===== src/rtl/fdc_glue_pkg.sv =====
package fdc_glue_pkg;
  localparam int ADDR_W  = 4;
  localparam int NUM_DRV = 4;
  localparam int SEL_W   = $clog2(NUM_DRV);

  localparam logic [ADDR_W-1:0] IDX_CNT = 4'd4;
  localparam logic [ADDR_W-1:0] IDX_BUF = 4'd6;
  localparam logic [ADDR_W-1:0] IDX_LCL = 4'd8;

  localparam int B_SEL_EN = 2;
  localparam int B_MOTOFF = 3;
  localparam int B_IRQEN  = 5;
  localparam int B_DMARD  = 6;
  localparam int B_CRST   = 7;

  typedef struct packed {
    logic             crst;
    logic             dma_rd;
    logic             irq_en;
    logic             motor_off;
    logic             sel_en;
    logic [SEL_W-1:0] sel;
  } ctl_word_t;
endpackage


===== src/rtl/lcl_cmd_reg.sv =====
module lcl_cmd_reg
  import fdc_glue_pkg::*;
(
  input  logic               clk,
  input  logic               rst_n,
  input  logic               wr_en,
  input  logic [7:0]         wdata,
  output ctl_word_t          ctl_q,
  output logic               sel_en_fall,
  output logic [NUM_DRV-1:0] drv_sel
);
  ctl_word_t ctl_d;

  always_comb begin
    ctl_d.crst      = wdata[B_CRST];
    ctl_d.dma_rd    = wdata[B_DMARD];
    ctl_d.irq_en    = wdata[B_IRQEN];
    ctl_d.motor_off = wdata[B_MOTOFF];
    ctl_d.sel_en    = wdata[B_SEL_EN];
    ctl_d.sel       = wdata[SEL_W-1:0];
  end

  always_ff @(posedge clk) begin
    if (!rst_n)     ctl_q <= '0;
    else if (wr_en) ctl_q <= ctl_d;
  end

  assign sel_en_fall = wr_en & ctl_q.sel_en & ~ctl_d.sel_en;

  for (genvar g = 0; g < NUM_DRV; g++) begin : g_sel
    assign drv_sel[g] = ctl_q.sel_en & ~ctl_q.crst & (ctl_q.sel == SEL_W'(g));
  end

  AST_SEL_ONEHOT: assert property (@(posedge clk) disable iff (!rst_n)
    $onehot0(drv_sel));
endmodule


===== src/rtl/lcl_stat_latch.sv =====
module lcl_stat_latch
  import fdc_glue_pkg::*;
(
  input  logic               clk,
  input  logic               rst_n,
  input  logic               disk_chg_i,
  input  logic               sel_en_fall,
  input  logic               fdc_int_i,
  input  logic               stat_rd,
  input  logic [NUM_DRV-1:0] drv_sel,
  input  logic [NUM_DRV-1:0] drv_rdy_i,
  input  logic               eight_inch_i,
  output logic [7:0]         stat_byte,
  output logic               irq_pend
);
  logic chg_q;
  logic sel_ready;

  always_ff @(posedge clk) begin
    if (!rst_n)           chg_q <= 1'b0;
    else if (disk_chg_i)  chg_q <= 1'b1;
    else if (sel_en_fall) chg_q <= 1'b0;
  end

  always_ff @(posedge clk) begin
    if (!rst_n)          irq_pend <= 1'b0;
    else if (fdc_int_i)  irq_pend <= 1'b1;
    else if (stat_rd)    irq_pend <= 1'b0;
  end

  assign sel_ready = |(drv_sel & drv_rdy_i);
  assign stat_byte = {eight_inch_i, ~sel_ready, 4'b0000, ~irq_pend, chg_q};

  AST_CHG_SET: assert property (@(posedge clk) disable iff (!rst_n)
    disk_chg_i |=> chg_q);
  AST_CHG_CLR: assert property (@(posedge clk) disable iff (!rst_n)
    (sel_en_fall && !disk_chg_i) |=> !chg_q);
  AST_IRQ_HOLD: assert property (@(posedge clk) disable iff (!rst_n)
    (irq_pend && !stat_rd) |=> irq_pend);
endmodule


===== src/rtl/buf_port.sv =====
module buf_port #(
  parameter int DEPTH  = 256,
  parameter int DATA_W = 8,
  localparam int AW    = $clog2(DEPTH)
) (
  input  logic              clk,
  input  logic              rst_n,
  input  logic              ld_cnt,
  input  logic              wr_port,
  input  logic              rd_port,
  input  logic [DATA_W-1:0] wdata,
  output logic [AW-1:0]     cnt_q,
  output logic [DATA_W-1:0] rd_data
);
  logic [DATA_W-1:0] mem [DEPTH];

  always_ff @(posedge clk) begin
    if (!rst_n)                  cnt_q <= '0;
    else if (ld_cnt)             cnt_q <= wdata[AW-1:0];
    else if (wr_port || rd_port) cnt_q <= cnt_q + 1'b1;
  end

  always_ff @(posedge clk) begin
    if (wr_port) mem[cnt_q] <= wdata;
  end

  assign rd_data = mem[cnt_q];

  AST_CNT_LOAD: assert property (@(posedge clk) disable iff (!rst_n)
    ld_cnt |=> cnt_q == $past(wdata[AW-1:0]));
  AST_CNT_STEP: assert property (@(posedge clk) disable iff (!rst_n)
    ((wr_port || rd_port) && !ld_cnt) |=> cnt_q == AW'($past(cnt_q) + 1'b1));
  AST_CNT_HOLD: assert property (@(posedge clk) disable iff (!rst_n)
    !(ld_cnt || wr_port || rd_port) |=> $stable(cnt_q));
endmodule


===== src/rtl/fdc_card_glue.sv =====
module fdc_card_glue
  import fdc_glue_pkg::*;
#(
  parameter int BUF_DEPTH = 256
) (
  input  logic               clk,
  input  logic               rst_n,
  input  logic [ADDR_W-1:0]  bus_addr,
  input  logic               bus_wr,
  input  logic               bus_rd,
  input  logic [7:0]         bus_wdata,
  output logic [7:0]         bus_rdata,
  output logic [NUM_DRV-1:0] drv_sel_o,
  output logic               motor_on_o,
  output logic               fdc_rst_o,
  output logic               dma_rd_o,
  output logic               irq_o,
  input  logic               fdc_int_i,
  input  logic               disk_chg_i,
  input  logic [NUM_DRV-1:0] drv_rdy_i,
  input  logic               eight_inch_i
);
  localparam int CW = $clog2(BUF_DEPTH);

  ctl_word_t   ctl_q;
  logic        sel_en_fall;
  logic [7:0]  stat_byte;
  logic        irq_pend;
  logic [CW-1:0] cnt_q;
  logic [7:0]  buf_rd;

  logic wr_lcl, rd_lcl, wr_cnt, wr_buf, rd_buf;
  assign wr_lcl = bus_wr && bus_addr == IDX_LCL;
  assign rd_lcl = bus_rd && bus_addr == IDX_LCL;
  assign wr_cnt = bus_wr && bus_addr == IDX_CNT;
  assign wr_buf = bus_wr && bus_addr == IDX_BUF;
  assign rd_buf = bus_rd && bus_addr == IDX_BUF;

  lcl_cmd_reg u_cmd (
    .clk(clk), .rst_n(rst_n), .wr_en(wr_lcl), .wdata(bus_wdata),
    .ctl_q(ctl_q), .sel_en_fall(sel_en_fall), .drv_sel(drv_sel_o)
  );

  lcl_stat_latch u_stat (
    .clk(clk), .rst_n(rst_n), .disk_chg_i(disk_chg_i), .sel_en_fall(sel_en_fall),
    .fdc_int_i(fdc_int_i), .stat_rd(rd_lcl), .drv_sel(drv_sel_o),
    .drv_rdy_i(drv_rdy_i), .eight_inch_i(eight_inch_i),
    .stat_byte(stat_byte), .irq_pend(irq_pend)
  );

  buf_port #(.DEPTH(BUF_DEPTH), .DATA_W(8)) u_buf (
    .clk(clk), .rst_n(rst_n), .ld_cnt(wr_cnt), .wr_port(wr_buf),
    .rd_port(rd_buf), .wdata(bus_wdata), .cnt_q(cnt_q), .rd_data(buf_rd)
  );

  assign motor_on_o = ~ctl_q.motor_off | eight_inch_i;
  assign fdc_rst_o  = ctl_q.crst;
  assign dma_rd_o   = ctl_q.dma_rd;
  assign irq_o      = ctl_q.irq_en & irq_pend;

  always_ff @(posedge clk) begin
    if (!rst_n) bus_rdata <= '0;
    else if (bus_rd) begin
      unique case (bus_addr)
        IDX_CNT: bus_rdata <= 8'(cnt_q);
        IDX_BUF: bus_rdata <= buf_rd;
        IDX_LCL: bus_rdata <= stat_byte;
        default: bus_rdata <= '0;
      endcase
    end
  end

  AST_RST_NOT_READY: assert property (@(posedge clk) disable iff (!rst_n)
    fdc_rst_o |-> stat_byte[6]);
  AST_RDATA_HOLD: assert property (@(posedge clk) disable iff (!rst_n)
    !bus_rd |=> $stable(bus_rdata));
endmodule


===== config.mk =====
export PLATFORM = sky130hd
export DESIGN_NAME = fdc_card_glue
export DESIGN_NICKNAME = d
export VERILOG_FILES = /design/src/rtl/fdc_glue_pkg.sv /design/src/rtl/lcl_cmd_reg.sv /design/src/rtl/lcl_stat_latch.sv /design/src/rtl/buf_port.sv /design/src/rtl/fdc_card_glue.sv
export SDC_FILE = /design/constraint.sdc
export NUM_CORES = 2
export LEC_CHECK = 0
export ABC_CLOCK_PERIOD_IN_PS = 2400
export BUFFER_PORTS_ARGS = -buffer_cell sky130_fd_sc_hd__clkbuf_2
export CELL_PAD_IN_SITES_DETAIL_PLACEMENT = 1
export CELL_PAD_IN_SITES_GLOBAL_PLACEMENT = 1
export CORE_ASPECT_RATIO = 0.5
export CORE_MARGIN = 5
export CORE_UTILIZATION = 40
export DETAILED_ROUTE_END_ITERATION = 10
export PLACE_DENSITY = 0.6
export SYNTH_ARGS = -nofsm -noshare
export SYNTH_HDL_FRONTEND = slang
export SYNTH_SLANG_ARGS = --single-unit

===== constraint.sdc =====
create_clock -name clk -period 2.4 [get_ports clk]
set_input_delay 0.48 -clock clk [delete_from_list [all_inputs] [get_ports clk]]
set_output_delay 0.48 -clock clk [all_outputs]
set_load 0.05 [all_outputs]

==> results.toml <==
[timing]
slew_viol_final = 0
fmax_mhz = 339.8
relSlewSlack = 0.4378
worst_slack_ns = -0.5429
hold_violations = 0
setup_viol = 8
min_period_ns = 2.943
post-route-period-util = 1.226
tns_ns = -3.934
finalClockSkew_ns = 0.04370
tightestPinTransition_ns = 0.8395
hold_ws_ns = 0.1324
rsz0062_at_grt = "true"

[drt]
routedWlPerCell_um = 33.45
antenna_left = 0
routed_via_density = 5.838
first_iter_violations = 5804
vias = 44969
firstDrtPassIters = 5
routed_wl_mm = 257.7
drc = 0

[hold_path]
hold_path_class = "in -> reg"
holdPathEnd = "u_buf.mem[66][5]$_DFFE_PP_"
hold-path-cell-count = 1
hold_start = "bus_wdata[5]"

[placed_design]
io_buffer_count = 38
place_congestion = 0.8688
dp_hpwl_mm = 171.5

[setup_path]
slowest_stage = "a21oi_1"
r2r_slack_ns = -0.54
crit_type = "reg -> reg"
path_cells = "buf_12 > buf_12 > buf_12 > mux4_2 > mux2i_1 > buf_4 > a21oi_1 > o211ai_1 > nand2_1 > a31oi_1 > o31ai_1"
rr_endpoint = "bus_rdata[2]$_SDFFE_PN0P_"
cp.arrival_ns = 3.70
cp_slowest_stage_delay_ns = 0.65
crit_buf_inv = 4
crit_path_end_kind = "register"
cp_top_family = "compound AO/OA/AOI/OAI gates"
startpoint_type = "register"
cp_data_required_time_ns = 3.15
ff2ff_path_depth = 11
cp_max_fo = 27
crit_top_cell = "buf_12"

[pwr]
pwr-share-comb = 0.042
leakage_uw = 0.03202
power.total_uw = 73780
power_density_nw_per_um2 = 742.3
p_int_uw = 58330
p_clk_frac = 0.417
seqPwrFrac = 0.541
ir_drop_mv = 0.5104
power.net_switching_uw = 15450
power.share.switching = 0.2094

[run_status]
status = "complete, but fails checks"
failed_checks = "setup timing"

[cells_and_area]
regArea_um2 = 62180
post-route-util = 0.4948
n_fill_cell = 18272
drive_gt1_frac = 0.3874
areaGrowthSynthToFinish_pct = 22.56
nets = 4866
multi_input_area_um2 = 18300

[logic_synthesis]
yosysTopAreaCellShare = 0.7584
synth_edf_count = 2048
ys.flop_type = "edfxtp_1"
synth_warnings = 0
synth_area_leader_cell = "edfxtp_1"
synthCells = 3871
syn_nets = 3898
syn_area_per_cell_um2 = 20.95
synth_common_cells = "edfxtp_1 (2048), mux4_2 (502), nor2_1 (300), nand2_1 (112), clkbuf_1 (90)"
async_reset_ff_frac = 0
netlist_area_um2 = 81090
ys_seq_elements = 2081
ys_top_cells_by_area = "edfxtp_1 (76%), mux4_2 (14%), nor2_1 (1.4%)"
ys_types = 74
synth.most_common_cell = "edfxtp_1"
yosysSeqAreaShare = 0.7665

[global_route]
first_global_vias = 45916
grt_pass1_wl_mm = 361.0
antenna_found_initial = 7
grt_max_degree = 93
grt_usage = 0.2389
overflow = 0

[clock_network]
clockBufferDepth = 4
htree_levels = 4
cts-root-buf = "clkbuf_16"
cts_tree = "yes"
cts.clk_slew.worst_paths_ns = 0.07
insertion_delay_ns = 0.84
cts_sinks = 2081
numCtsBuffers = 195

[floorplan]
dieArea_um2 = 212400
coreArea_um2 = 200900
initial_core_util = 0.4037
die_height_um = 328.4
rows = 116
pin_count = 39
fp.dieW_um = 646.8

[run]
maxCapViolations = 0
==> how the worst max path moves through the flow <==
stage / startpoint / endpoint / slack, ns / depth (start not counted)
final: register / bus_rdata[2]$_SDFFE_PN0P_ / -0.54 / 11
after global routing: register / bus_rdata[3]$_SDFFE_PN0P_ / -0.59 / 12
after CTS: register / bus_rdata[2]$_SDFFE_PN0P_ / -0.53 / 11
after detailed placement: register / bus_rdata[7]$_SDFFE_PN0P_ / -1.43 / 8
after global placement: register / bus_rdata[7]$_SDFFE_PN0P_ / -1.39 / 8
after floorplan: bus_addr[3] / u_buf.mem[218][0]$_DFFE_PP_ / -0.006 / 5
==> flip-flops by register name, summed over array words and instances (netlist names), named ones only <==
name / count
u_stat.irq_pend: 1
u_buf.cnt_q: 8
bus_rdata: 8
u_stat.chg_q: 1
u_cmd.ctl_q: 7
u_buf.mem: 2048
==> cell type report <==
cell class / count / share of cell area
diodes: 2 / 0.00005036
clock buffers: 234 / 0.05121
clock inverters: 111 / 0.01055
inverters: 8 / 0.0003147
multi-input cells: 1545 / 0.1842
flip-flops and latches: 2081 / 0.6256
well taps: 2714 / 0.03417
repair buffers: 1008 / 0.09394
==> placed cells by master, fill, tap and decap left out, types with 18 or more instances in the layout <==
cell / instances
mux4_2: 502
nor2b_1: 34
clkbuf_16: 201
nand2_1: 110
edfxtp_1: 2048
nand3_1: 40
clkbuf_2: 26
o22ai_1: 33
nand3_2: 18
nor2_1: 291
clkbuf_1: 36
mux2i_1: 65
o21ai_0: 19
buf_12: 100
nand2b_1: 19
a22oi_1: 35
buf_4: 821
a22o_1: 23
clkinv_2: 30
a21oi_1: 33
a31oi_1: 21
mux2_2: 19
clkinv_1: 49
dfxtp_1: 28
bufinv_16: 20
buf_6: 24
==> metrics by stage <==
step	instances	setup slack (ns)	cell area (um^2)
after global routing	7702	-0.5945	99390
after detailed placement	7281	-1.426	91420
after global placement	7281	-1.391	91420
after floorplan	3871	-0.005828	81100
after CTS	7668	-0.5265	98660
final	7703	-0.5429	99390
==> cells by family after synthesis <==
kind of cell	after synthesis	share of synthesized area
muxes	596	0.1519
DFF	2081	0.7665
and+or+nand+nor	617	0.03413
AOI/OAI and AO/OA	328	0.02888
buffers and inverters	245	0.01791
adders and majority gates	4	0.0006172
==> repair_timing <==
action / 4_1_cts / 5_1_grt
hold buffers: 3 / 0
endpoints found under the setup margin: 50 / 16
buffers inserted: 33 / 31
gates resized for setup: 121 / 82
cloned: 6 / 4
pin swaps: 22 / 24
hold endpoints to repair: 7 / 0
==> power groups by stage <==
stage	clock [uW]	sequential, uW	combinational [uW]
6_report	30800	39900	3140
5_1_grt	33000	39900	3270
4_1_cts	31300	39900	3040
3_5_place_dp	0	40700	2880
3_3_place_gp	0	40700	2810
2_1_floorplan	0	40700	1150
==> metal layers <==
metal	track usage	up-vias	part of all wire	routed length [um]
met5	0	-	0	0
met4	0.05674	0	0.025	6496
met3	0.04396	310	0.084	21600
met2	0.3731	2074	0.46	119500
met1	0.3502	24496	0.43	110000
li1	-	18089	-	-
==> worst reg2reg max path, cell delays in order, from the launching register on <==
cell	delay, ns
dfxtp_4	0.41
buf_12	0.23
buf_12	0.29
buf_12	0.20
mux4_2	0.18
mux2i_1	0.09
buf_4	0.16
a21oi_1	0.65
o211ai_1	0.29
nand2_1	0.13
a31oi_1	0.05
o31ai_1	0.19
Power figures use the tool's default switching activity.
